$ cat src/rtl/rit_pkg.sv
`timescale 1ns/1ps
package rit_pkg;
  parameter int unsigned WORD_W    = 32;
  parameter int unsigned NUM_WORDS = 4;
  localparam int unsigned STATE_W  = WORD_W * NUM_WORDS;

  typedef logic [WORD_W-1:0]  word_t;
  typedef logic [STATE_W-1:0] state_t;

  // xorshift step: w' = w ^ w>>b ^ t ^ t>>c, t = x ^ x<<a
  function automatic word_t xs_mix(word_t x, word_t w, int unsigned sa, int unsigned sb,
                                   int unsigned sc);
    word_t t;
    t = x ^ (x << sa);
    return w ^ (w >> sb) ^ t ^ (t >> sc);
  endfunction
endpackage

$ cat src/rtl/xorshift128_core.sv
`timescale 1ns/1ps
module xorshift128_core
  import rit_pkg::*;
#(
  parameter int unsigned SHL_A   = 11,
  parameter int unsigned SHR_B   = 19,
  parameter int unsigned SHR_C   = 8,
  parameter word_t       SEED_LO = 32'd1
) (
  input  logic   clk_i,
  input  logic   rst_ni,
  input  logic   adv_i,
  output word_t  word_o,
  output word_t  next_word_o,
  output state_t state_o
);
  state_t state_q;
  word_t  words [NUM_WORDS];
  word_t  nw;

  // word view of the packed state, word 0 is the low word
  for (genvar i = 0; i < NUM_WORDS; i++) begin : g_words
    assign words[i] = state_q[i*WORD_W +: WORD_W];
  end

  assign nw = xs_mix(words[NUM_WORDS-1], words[0], SHL_A, SHR_B, SHR_C);

  always_ff @(posedge clk_i or negedge rst_ni) begin
    if (!rst_ni) begin
      state_q <= {{(STATE_W-WORD_W){1'b0}}, SEED_LO};
    end else if (adv_i) begin
      state_q <= {state_q[STATE_W-WORD_W-1:0], nw};
    end
  end

  assign word_o      = words[0];
  assign next_word_o = nw;
  assign state_o     = state_q;
endmodule

$ cat src/rtl/reload_map.sv
`timescale 1ns/1ps
module reload_map
  import rit_pkg::*;
#(
  parameter int unsigned RELOAD_BASE = 1000,
  parameter int unsigned RAND_BITS   = 13,
  parameter int unsigned CNT_W       = 14
) (
  input  word_t            word_i,
  output logic [CNT_W-1:0] load_o
);
  localparam logic [CNT_W-1:0] BASE_V = CNT_W'(RELOAD_BASE);

  logic [CNT_W-1:0] span;

  if (CNT_W > RAND_BITS) begin : g_pad
    assign span = {{(CNT_W-RAND_BITS){1'b0}}, word_i[RAND_BITS-1:0]};
  end else begin : g_nopad
    assign span = word_i[CNT_W-1:0];
  end

  assign load_o = span + BASE_V;
endmodule

$ cat src/rtl/interval_counter.sv
`timescale 1ns/1ps
module interval_counter #(
  parameter int unsigned CNT_W = 14
) (
  input  logic             clk_i,
  input  logic             rst_ni,
  input  logic             tick_i,
  input  logic [CNT_W-1:0] load_i,
  output logic             adv_o,
  output logic             fire_o,
  output logic             armed_o,
  output logic [CNT_W-1:0] cnt_o
);
  localparam logic [CNT_W-1:0] ONE = CNT_W'(1);

  logic             armed_q;
  logic [CNT_W-1:0] cnt_q;
  logic             fire;
  logic             adv;

  assign fire = armed_q & tick_i & (cnt_q == ONE);
  assign adv  = fire | ~armed_q;  // first edge after reset arms

  always_ff @(posedge clk_i or negedge rst_ni) begin
    if (!rst_ni) begin
      armed_q <= 1'b0;
      cnt_q   <= '0;
    end else begin
      armed_q <= 1'b1;
      if (adv)         cnt_q <= load_i;
      else if (tick_i) cnt_q <= cnt_q - ONE;
    end
  end

  assign adv_o   = adv;
  assign fire_o  = fire;
  assign armed_o = armed_q;
  assign cnt_o   = cnt_q;
endmodule

$ cat src/rtl/rand_interval_timer.sv
`timescale 1ns/1ps
module rand_interval_timer
  import rit_pkg::*;
#(
  parameter int unsigned RELOAD_BASE = 1000,
  parameter int unsigned RAND_BITS   = 13,
  parameter int unsigned SHL_A       = 11,
  parameter int unsigned SHR_B       = 19,
  parameter int unsigned SHR_C       = 8,
  localparam int unsigned CNT_W      = $clog2(RELOAD_BASE + (1 << RAND_BITS))
) (
  input  logic        clk_i,
  input  logic        rst_ni,
  input  logic        tick_i,
  output logic        pulse_o,
  output logic [31:0] rand_o
);
  word_t            next_word;
  state_t           state_q;
  logic [CNT_W-1:0] load_val;
  logic [CNT_W-1:0] cnt_q;
  logic             adv;
  logic             fire;
  logic             armed_q;
  logic             pulse_q;

  xorshift128_core #(
    .SHL_A  (SHL_A),
    .SHR_B  (SHR_B),
    .SHR_C  (SHR_C),
    .SEED_LO(32'd1)
  ) gen_i (
    .clk_i      (clk_i),
    .rst_ni     (rst_ni),
    .adv_i      (adv),
    .word_o     (rand_o),
    .next_word_o(next_word),
    .state_o    (state_q)
  );

  reload_map #(
    .RELOAD_BASE(RELOAD_BASE),
    .RAND_BITS  (RAND_BITS),
    .CNT_W      (CNT_W)
  ) map_i (
    .word_i(next_word),
    .load_o(load_val)
  );

  interval_counter #(
    .CNT_W(CNT_W)
  ) cnt_i (
    .clk_i  (clk_i),
    .rst_ni (rst_ni),
    .tick_i (tick_i),
    .load_i (load_val),
    .adv_o  (adv),
    .fire_o (fire),
    .armed_o(armed_q),
    .cnt_o  (cnt_q)
  );

  always_ff @(posedge clk_i or negedge rst_ni) begin
    if (!rst_ni) pulse_q <= 1'b0;
    else         pulse_q <= fire;
  end

  assign pulse_o = pulse_q;
endmodule

$ cat config.mk
export PLATFORM = sky130hd
export DESIGN_NAME = rand_interval_timer
export DESIGN_NICKNAME = d
export VERILOG_FILES = /design/src/rtl/rit_pkg.sv /design/src/rtl/xorshift128_core.sv /design/src/rtl/reload_map.sv /design/src/rtl/interval_counter.sv /design/src/rtl/rand_interval_timer.sv
export SDC_FILE = /design/constraint.sdc
export NUM_CORES = 1
export LEC_CHECK = 0
export BUFFER_PORTS_ARGS = -buffer_cell sky130_fd_sc_hd__buf_2
export CAP_MARGIN = 5
export CELL_PAD_IN_SITES_DETAIL_PLACEMENT = 0
export CELL_PAD_IN_SITES_GLOBAL_PLACEMENT = 1
export CORE_MARGIN = 2
export CORE_UTILIZATION = 51
export CTS_CLUSTER_SIZE = 28
export DETAILED_ROUTE_END_ITERATION = 10
export MAX_ROUTING_LAYER = met4
export PLACE_DENSITY = 0.83
export SLEW_MARGIN = 30
export SYNTH_ARGS = -nofsm -noshare
export SYNTH_HDL_FRONTEND = slang
export SYNTH_SLANG_ARGS = --single-unit
$ cat constraint.sdc
create_clock -name clk_i -period 6.24 [get_ports clk_i]
set_input_delay 0.624 -clock clk_i [delete_from_list [all_inputs] [get_ports clk_i]]
set_output_delay 0.624 -clock clk_i [all_outputs]
set_load 0.005 [all_outputs]
# Yosys cells after proc, flatten, opt, wreduce, memory -nomap -nowiden
# Index checks and enable logic that the tools add are counted.
# word_totals
regBits,144
output_inout_bits,33
word_cells,18
# op_classes
add_sub_neg,2
eq_ne,1
mux,2
n_bitwise,8
reduce_logical,1
# ops
op,count
$xor A32 B32 Y32,2
$xor A32 B13 Y32,1
$xor A32 B24 Y32,1
$mux W14,2
$add A13 B10 Y14 const B,1
$eq A14 B1 Y1 const B,1
$sub A14 B1 Y14 const B,1
$and A1 B1 Y1,2
$reduce_bool A2 Y1,1
$not A1 Y1,1
$or A1 B1 Y1,1

# Longest topological paths before layout
# Gate-level depths: netlist (run 1).
# logic_depth
ltp_word,5
depth_mapped,10
mapped_depth_nobuf,8

# Modules after synthesis
# From an unflattened synthesis (run 1), not the netlist that was laid out.
# hier_totals
cells_unflattened,547
area_unflattened_um2,6995.5
# modules_own_cells
mod,instances,cells_each,area_per_inst_um2,seq_area_each_um2
xorshift128_core,1,425,5811.8,3204.3
interval_counter,1,94,968.4,375.4
reload_map,1,27,190.2,0.0
rand_interval_timer,1,1,25.0,25.0

# Worst setup path after synthesis (run 1)
# OpenSTA, ideal clock, no wires.
# synth_timing
path_kind,in2reg
start,input port tick_i
end,"register cnt_i.cnt_q[9], in the netlist cnt_i.cnt_o[9]"
setup_time_ns,0.137
t_arrival_ns,1.844
t_required_ns,6.103
path_slack_ns,4.259
cell_stages,7
path_cell_list,nor3b_1 -> nand4_4 -> and2_1 -> buf_6 -> buf_6 -> nor3_1 -> a21oi_1
# synth_between
elab_chain_len,4
elab_cells_between_ends,5
cone_classes,mux: 1; bitwise: 3; reduce/logical: 1
# synth_rtl
item,line,rtl
"start, declared",rand_interval_timer.sv:14,"input logic tick_i,"
$and A1 B1 Y1 (2 in series),interval_counter.sv:21,assign fire = armed_q & tick_i & (cnt_q == ONE);
$or A1 B1 Y1,interval_counter.sv:22,assign adv = fire | ~armed_q;
$mux W14 / $reduce_bool A2 Y1 (equally long branches),-,
"end signal, assigned",interval_counter.sv:30,if (adv) cnt_q <= load_i;
"end signal, assigned",interval_counter.sv:31,else if (tick_i) cnt_q <= cnt_q - ONE;
"end, declared",interval_counter.sv:17,logic [CNT_W-1:0] cnt_q;
# Parallel ways exist; a longest one is shown, timed or not.
# A chain may end at the register's enable or synchronous reset.

# Worst setup path after layout (run 1)
# layout_timing
start,"register cnt_i.cnt_q[0], in the netlist cnt_i.cnt_o[0]"
end,"register cnt_i.cnt_q[11], in the netlist cnt_i.cnt_o[11]"
# layout_between
elab_chain_len,4
elab_cells_between_ends,7
cone_classes,add/sub: 1; eq/ne: 1; mux: 2; bitwise: 2; reduce/logical: 1
# layout_rtl
item
branches (longest 4 deep; another with $sub A14 B1 Y14)
# Parallel ways; which one is timed is not known. The select of a mux whose other input is x is not followed.

==> summary.txt, run 1 <==
STATUS
------------------------------------------------------------------------------------------
Outcome                                                                       finished clean

TIMING
------------------------------------------------------------------------------------------
Post-route clock period utilization                                                  42.1%
Setup TNS                                                                             0 ps
Highest clock frequency the design can meet                                      0.380 GHz
Tightest Pin Transition                                                             872 ps
Worst slew margin relative to its limit                                              41.9%
Post-layout worst setup margin                                                     3610 ps
Clk_skew                                                                           9.43 ps
Max-slew violations                                                                      0
Clock period minus final worst setup slack                                         2630 ps
Setup violation total in the final timing report                                         0
Hold Vio Cnt, Final                                                                      0
RSZ-0062 raised after global routing                                                    no

PWR
------------------------------------------------------------------------------------------
Share of power burned in registers                                                   37.4%
Switching power total                                                              1.67 mW
Leakage power figure                                                               3.74 nW
Internal                                                                           2.76 mW
Maximum resistive drop on vdd                                                     0.252 mV
Portion of total power attributed to combinational logic                             38.9%
Pwr/cell area                                                                   590 nW/um2
Net switching share of the total power                                               37.7%
Clk network pwr share                                                                23.7%

SYNTHESIS
------------------------------------------------------------------------------------------
Dominant synthesized flop cell                                                sky130_fd_sc_hd__dfrtp_1
Yosys Warn Count                                                                         0
Adder-cell area share of the yosys netlist                                          0.544%
Post-synthesis register bit count                                                      144
Post-synthesis instance area                                                      6910 um2
Compound-cell area share of the yosys netlist                                        3.21%
Average cell area after synthesis                                                 9.37 um2
Cells after synthesis                                                                  737
Fraction of synthesized cell area in xor and xnor cells                              13.9%
Simple logic cell fraction of the synthesized area                                   23.3%
Net count after synthesis                                                              743
EDFF count, synth                                                                        0
Share of synthesized area spent on multiplexers                                         0%
Number of distinct standard cells referenced by the synthesized netlist                 48
Async set-reset flop share out of synthesis                                           100%
Largest family of logic cells by synthesized area                             simple AND/OR/NAND/NOR gates
Seq/Total Area, Yosys                                                                52.2%

SETUP PATH
------------------------------------------------------------------------------------------
Largest fanout on the critical path                                                     84
Worst Path Required                                                                6570 ps
Worst R2R Setup Slack                                                              3610 ps
Largest stage delay on the critical path                                            750 ps
Critical path endpoint category                                                  flip-flop
Worst setup endpoint                                                          cnt_i.cnt_o[11]
Worst Setup Start Kind                                                           flip-flop
Worst r2r dst                                                                 cnt_i.cnt_o[11]
Critical-path top delay cell                                                  sky130_fd_sc_hd__buf_4
Launch instance of the worst register-to-register path                        cnt_i.cnt_o[0]
Critical setup path kind                                                           reg2reg
Register-to-Register Path Depth                                                          7
Worst setup path startpoint                                                   cnt_i.cnt_o[0]
Arrival time of the worst setup path                                               2960 ps
Cell-by-cell trace of the critical path                                       ha_1 > nor2b_1 > nand4_4 > and2_4 > buf_4 > nor3_1 > a311oi_1

LAYOUT
------------------------------------------------------------------------------------------
Synthesis-to-layout area growth                                                      8.95%
Fin cells                                                                              921
Area occupied by multi-input gates                                                2850 um2
Diodes inserted                                                                          0
Share of post-route cells with drive strength above 1                                11.5%
Count of fill cells added during filler insertion                                     1184
Nets@finish                                                                            738
Storage element area                                                              3600 um2

CLOCKING
------------------------------------------------------------------------------------------
Clock edge transition at the registers on the reported setup and hold paths          60 ps
Cts-stage hold buffer count                                                              0
Number of buffers on the longest clock path                                              2
Number of buffers inserted to repair setup after CTS                                     0
Clock sinks                                                                            144
Cells resized by post-CTS repair                                                         0
Clock latency reported for the late side of the worst-skew pair                     430 ps
CTS tree                                                                             built
Clk Tree Root Cell                                                            sky130_fd_sc_hd__clkbuf_16
Num CTS Buffers                                                                         17
H-tree lvl count                                                                         4

GLOBAL ROUTE
------------------------------------------------------------------------------------------
Met1 Use GR                                                                          28.1%
Final global-route overflow total                                                        0
Top Usage Layer GRT                                                                   met1
Global Route Usage Sum                                                               20.0%
Pin count of the biggest net entering global routing                                    86
GRT met3 Usage                                                                       4.39%
Via count of the first global-routing pass                                            4344
Global-route wire length before repair                                             21.9 mm
Antenna violations before repair                                                         0
Met2 Resource Use GR                                                                 27.9%

FLOORPLAN
------------------------------------------------------------------------------------------
Core area                                                                        13200 um2
Area of the die                                                                  14500 um2
Die Width                                                                           120 um
Core Rows                                                                               42
Starting Density                                                                     52.1%
Die Y                                                                               120 um
Total I/O pin count                                                                     36

PLACEMENT
------------------------------------------------------------------------------------------
GPL Wtd Cong                                                                         0.829
Setup Slack @ Placement                                                            3390 ps
Port bufs                                                                               35
Count of placed standard cells including taps                                          889
HPWL after detailed placement                                                      8.47 mm

DETAILED ROUTING
------------------------------------------------------------------------------------------
Vias/cell                                                                             4.99
Iter 0 DRT Violations                                                                  453
Average wire per cell in the routed design                                         14.1 um
Total via count in the routed design                                                  4597
Total Wirelength                                                                   13.0 mm
Antenna-violating nets left                                                              0
Pre-Repair DR Iteration Count                                                            5
DRC violations left                                                                      0

JOB
------------------------------------------------------------------------------------------
# Max-Cap Violations                                                                     0

MIN PATH
------------------------------------------------------------------------------------------
Hold Crit Class                                                                   in2async

cell usage after synthesis, drive strengths merged (6+ instances only):
cell type	number	area share, %
nand3	6	0.43
nand2	332	18
xnor2	63	8.1
nor3	9	0.80
nor2	21	1.5
a21oi	9	0.65
xor2	27	3.5
o21ai	10	0.72
clkbuf	6	0.33
buf	57	6.1
dfrtp	143	52
inv	6	0.33
xnor3	6	2.0
cells in the final DEF (no fill, tap or decap), types with 4 or more instances in the layout:
cell and count:
sky130_fd_sc_hd__dfrtp_1 143, sky130_fd_sc_hd__nand3_1 6, sky130_fd_sc_hd__nor3_1 7, sky130_fd_sc_hd__nor2_1 17, sky130_fd_sc_hd__xnor2_1 62, sky130_fd_sc_hd__xnor3_1 6
sky130_fd_sc_hd__xor2_1 26, sky130_fd_sc_hd__a21oi_1 9, sky130_fd_sc_hd__inv_1 6, sky130_fd_sc_hd__nand2_1 332, sky130_fd_sc_hd__clkinvlp_4 5, sky130_fd_sc_hd__clkbuf_16 17
sky130_fd_sc_hd__buf_4 4, sky130_fd_sc_hd__buf_2 34, sky130_fd_sc_hd__o21ai_0 9
power groups by stage:
| stage | clock (mW) | combinational [mW] | sequential [mW] |
|---|---|---|---|
| 2_1_floorplan | 0 | 1.50 | 1.56 |
| 3_3_place_gp | 0 | 1.70 | 1.66 |
| 3_5_place_dp | 0 | 1.74 | 1.68 |
| 4_1_cts | 1.07 | 1.75 | 1.66 |
| 5_1_grt | 1.10 | 1.94 | 1.72 |
| 6_report | 1.05 | 1.73 | 1.66 |
flip-flops by register name, summed over array words and instances, names as in the netlist:
name           flops
cnt_i.cnt_o       14
gen_i.state_o    128
pulse_o            1
cnt_i.armed_o      1
metrics by stage:
stage          hold slack (ps)  util, %  instance area (um2)  power (mW)
2_1_floorplan              328        -                 6910        3.06
3_3_place_gp               449     52.2                 6910        3.36
3_5_place_dp               455     52.2                 6910        3.41
4_1_cts                    249     56.8                 7520        4.48
5_1_grt                    300     56.8                 7520        4.76
6_report                   235     56.8                 7520        4.44
how the worst min path moves through the flow:
stage          slack [ps]                end               from
4_1_cts               250  gen_i.state_o[53]             rst_ni
2_1_floorplan         330      cnt_i.armed_o             rst_ni
5_1_grt               300  gen_i.state_o[42]             rst_ni
3_5_place_dp          450  gen_i.state_o[82]  gen_i.state_o[82]
3_3_place_gp          450  gen_i.state_o[91]  gen_i.state_o[91]
6_report              230  gen_i.state_o[53]             rst_ni
worst max-delay path, delay by kind of cell, from the launching register on:
| kind | cells | cell delay (ps) |
|---|---|---|
| adders and majority gates | 1 | 210 |
| buffers and inverters | 1 | 750 |
| DFF | 1 | 410 |
| AOI/OAI and AO/OA | 1 | 290 |
| and+or+nand+nor | 4 | 810 |
layout make-up:
cell class	instances	share of cell area (%)
multi-input cells	524	37.9
flip-flops and latches	144	47.9
well taps	176	2.93
inverters	6	0.299
repair buffers	39	2.81
clock buffers	20	6.07
clock inverters	12	2.11
cells by family after synthesis:
logic type | count (synthesis)
other | 1
buffers and inverters | 69
DFF | 144
adders and majority gates | 3
and+or+nand+nor | 388
xor gates and xnor gates | 97
AOI/OAI and AO/OA | 35
routing by layer:
| metal | wire length, um | vias up | part of all wire [%] |
|---|---|---|---|
| met3 | 381 | 21 | 2.9 |
| met5 | 0 | - | 0 |
| li1 | - | 2257 | - |
| met4 | 266 | 0 | 2.0 |
| met1 | 6560 | 2243 | 50 |
| met2 | 5790 | 76 | 45 |
(Power assumes the default switching activity.)
==> run 2: changes to the inputs <==
- CORE_UTILIZATION: 51 -> 43
- PLACE_DENSITY: 0.83 -> 0.75
- clock period: 6.24 -> 2.18 ns (I/O delays scaled with it)
==> run 2 against run 1 <==
  * Cell count grew 8.1%
  * Register-to-register slack lost 3500 ps
  * Clock-buffer cell count grew 3
  * Design area grew 4.9%
  * Combinational power grew to 3.2 times the previous value
  * Non-clock buffer count grew 35
  * Global-route usage shrank 1.5 points
  * Clock skew shrank 0.97 ps
  * Critical path depth is the same
  * Largest cell class unchanged
==> summary.txt, run 2 (synthesized netlist as in run 1, its figures left out) <==
SETUP PATH
------------------------------------------------------------------------------------------
Worst Path Required                                                                2490 ps
Critical path endpoint category                                                  flip-flop
Arrival time of the worst setup path                                               2360 ps
Largest fanout on the critical path                                                      4
Worst Setup Start Kind                                                           flip-flop
Critical setup path kind                                                           reg2reg

FLOORPLAN
------------------------------------------------------------------------------------------
Die Y                                                                               131 um
Total I/O pin count                                                                     36
Core Rows                                                                               46
Starting Density                                                                     43.8%
Die Width                                                                           131 um
Area of the die                                                                  17100 um2
Core area                                                                        15800 um2

DETAILED ROUTING
------------------------------------------------------------------------------------------
Pre-Repair DR Iteration Count                                                            4
Antenna-violating nets left                                                              0
Total Wirelength                                                                   14.3 mm
Total via count in the routed design                                                  4720
Average wire per cell in the routed design                                         14.3 um
Iter 0 DRT Violations                                                                  270
DRC violations left                                                                      0
Vias/cell                                                                             4.74

TIMING
------------------------------------------------------------------------------------------
Tightest Pin Transition                                                             536 ps
Clock period minus final worst setup slack                                         2050 ps
Hold Vio Cnt, Final                                                                      0
Clk_skew                                                                           8.46 ps
Post-layout worst setup margin                                                      130 ps
Post-route clock period utilization                                                  94.0%
Setup violation total in the final timing report                                         0
Worst slew margin relative to its limit                                              64.3%
Max-slew violations                                                                      0
Setup TNS                                                                             0 ps
Highest clock frequency the design can meet                                      0.488 GHz
RSZ-0062 raised after global routing                                                    no

GLOBAL ROUTE
------------------------------------------------------------------------------------------
Pin count of the biggest net entering global routing                                    55
Final global-route overflow total                                                        0
Global Route Usage Sum                                                               18.5%
Global-route wire length before repair                                             23.3 mm
Antenna violations before repair                                                         0
Via count of the first global-routing pass                                            4484

MIN PATH
------------------------------------------------------------------------------------------
Hold Crit Class                                                                     in2reg

LAYOUT
------------------------------------------------------------------------------------------
Share of post-route cells with drive strength above 1                                15.4%
Synthesis-to-layout area growth                                                      14.3%
Diodes inserted                                                                          0
Commonest cells after routing, fill and taps aside                            sky130_fd_sc_hd__nand2_1 (332), sky130_fd_sc_hd__dfrtp_1 (142), sky130_fd_sc_hd__xnor2_1 (61), sky130_fd_sc_hd__buf_2 (34), sky130_fd_sc_hd__buf_4 (30)
Nets@finish                                                                            773
Flip-flop count of the largest register after layout                                   128
Leading cell type in the layout, fill and taps excluded                       sky130_fd_sc_hd__nand2_1

CLOCKING
------------------------------------------------------------------------------------------
Number of buffers on the longest clock path                                              2
Num CTS Buffers                                                                         17
Clock latency reported for the late side of the worst-skew pair                     430 ps
CTS tree                                                                             built
Clock edge transition at the registers on the reported setup and hold paths          60 ps
Clk Tree Root Cell                                                            sky130_fd_sc_hd__clkbuf_16
Clock sinks                                                                            144
H-tree lvl count                                                                         4

PWR
------------------------------------------------------------------------------------------
Pwr/cell area                                                                  1640 nW/um2
Overall power                                                                      13.0 mW
Leakage power figure                                                               3.93 nW
Maximum resistive drop on vdd                                                     0.774 mV

STATUS
------------------------------------------------------------------------------------------
Outcome                                                                       finished clean

PLACEMENT
------------------------------------------------------------------------------------------
Port bufs                                                                               35
HPWL after detailed placement                                                      9.75 mm
GPL Wtd Cong                                                                         0.859
Setup Slack @ Placement                                                             103 ps

JOB
------------------------------------------------------------------------------------------
# Max-Cap Violations                                                                     0

-- run 2: worst paths after layout --
check / startpoint / to / slack (ps) / cells past startpoint
worst min register to register: gen_i.state_o[56] / gen_i.state_o[56] / 470 / 2
worst max-delay path: gen_i.state_o[100] / cnt_i.cnt_o[9] / 130 / 7
worst max register to register: gen_i.state_o[100] / cnt_i.cnt_o[9] / 130 / 7
worst min-delay path: tick_i / cnt_i.cnt_o[5] / 180 / 3
max in group asynchronous: rst_ni / gen_i.state_o[115] / 1100 / 3
min in group asynchronous: rst_ni / gen_i.state_o[98] / 320 / 2
-- run 2: metrics by stage --
stage | hold slack, ps | cell area (um2) | util [%] | cells
global placement | 215 | 7270 | 46.1 | 957
global route | 169 | 7890 | 50.1 | 996
CTS | 158 | 7840 | 49.7 | 990
floorplan | -77.6 | 6910 | - | 737
detailed placement | 222 | 7270 | 46.1 | 957
finish | 181 | 7890 | 50.1 | 996
-- run 2: area by class of cell --
class	instances	area [um2]
fill	1511	7880
clock buffer	23	478
clock inverter	9	83.8
timing repair buffer	74	577
inverter	6	22.5
multi-input combinational	524	2860
tap	216	270
sequential	144	3610
-- run 2: worst max-delay path, stage by stage (launching register included) --
cell and delay (ps):
sky130_fd_sc_hd__dfrtp_1 410, sky130_fd_sc_hd__xnor3_1 400, sky130_fd_sc_hd__xor2_1 290, sky130_fd_sc_hd__ha_1 280, sky130_fd_sc_hd__nor3_2 70, sky130_fd_sc_hd__and2_2 240, sky130_fd_sc_hd__nor3_1 200, sky130_fd_sc_hd__a21oi_1 60
-- run 2: routing by layer --
metal  track usage, %  wire length [um]
met1             25.2              7030
met2             27.1              6560
met3             4.85               460
met4             6.07               199
met5                -                 0
-- run 2: power by group --
part           switching, mW  total [mW]  internal [mW]
Combinational           2.80        5.51           2.71
Clock                   1.11        2.76           1.65
Sequential             0.963        4.71           3.75
Total                   4.88        13.0           8.11
-- run 2: repair_timing --
item	4_1_cts	5_1_grt
hold endpoints to repair	50	0
setup buffers	0	6
hold buffers	1	0
setup endpoints to repair	0	3
gates resized for setup	0	2
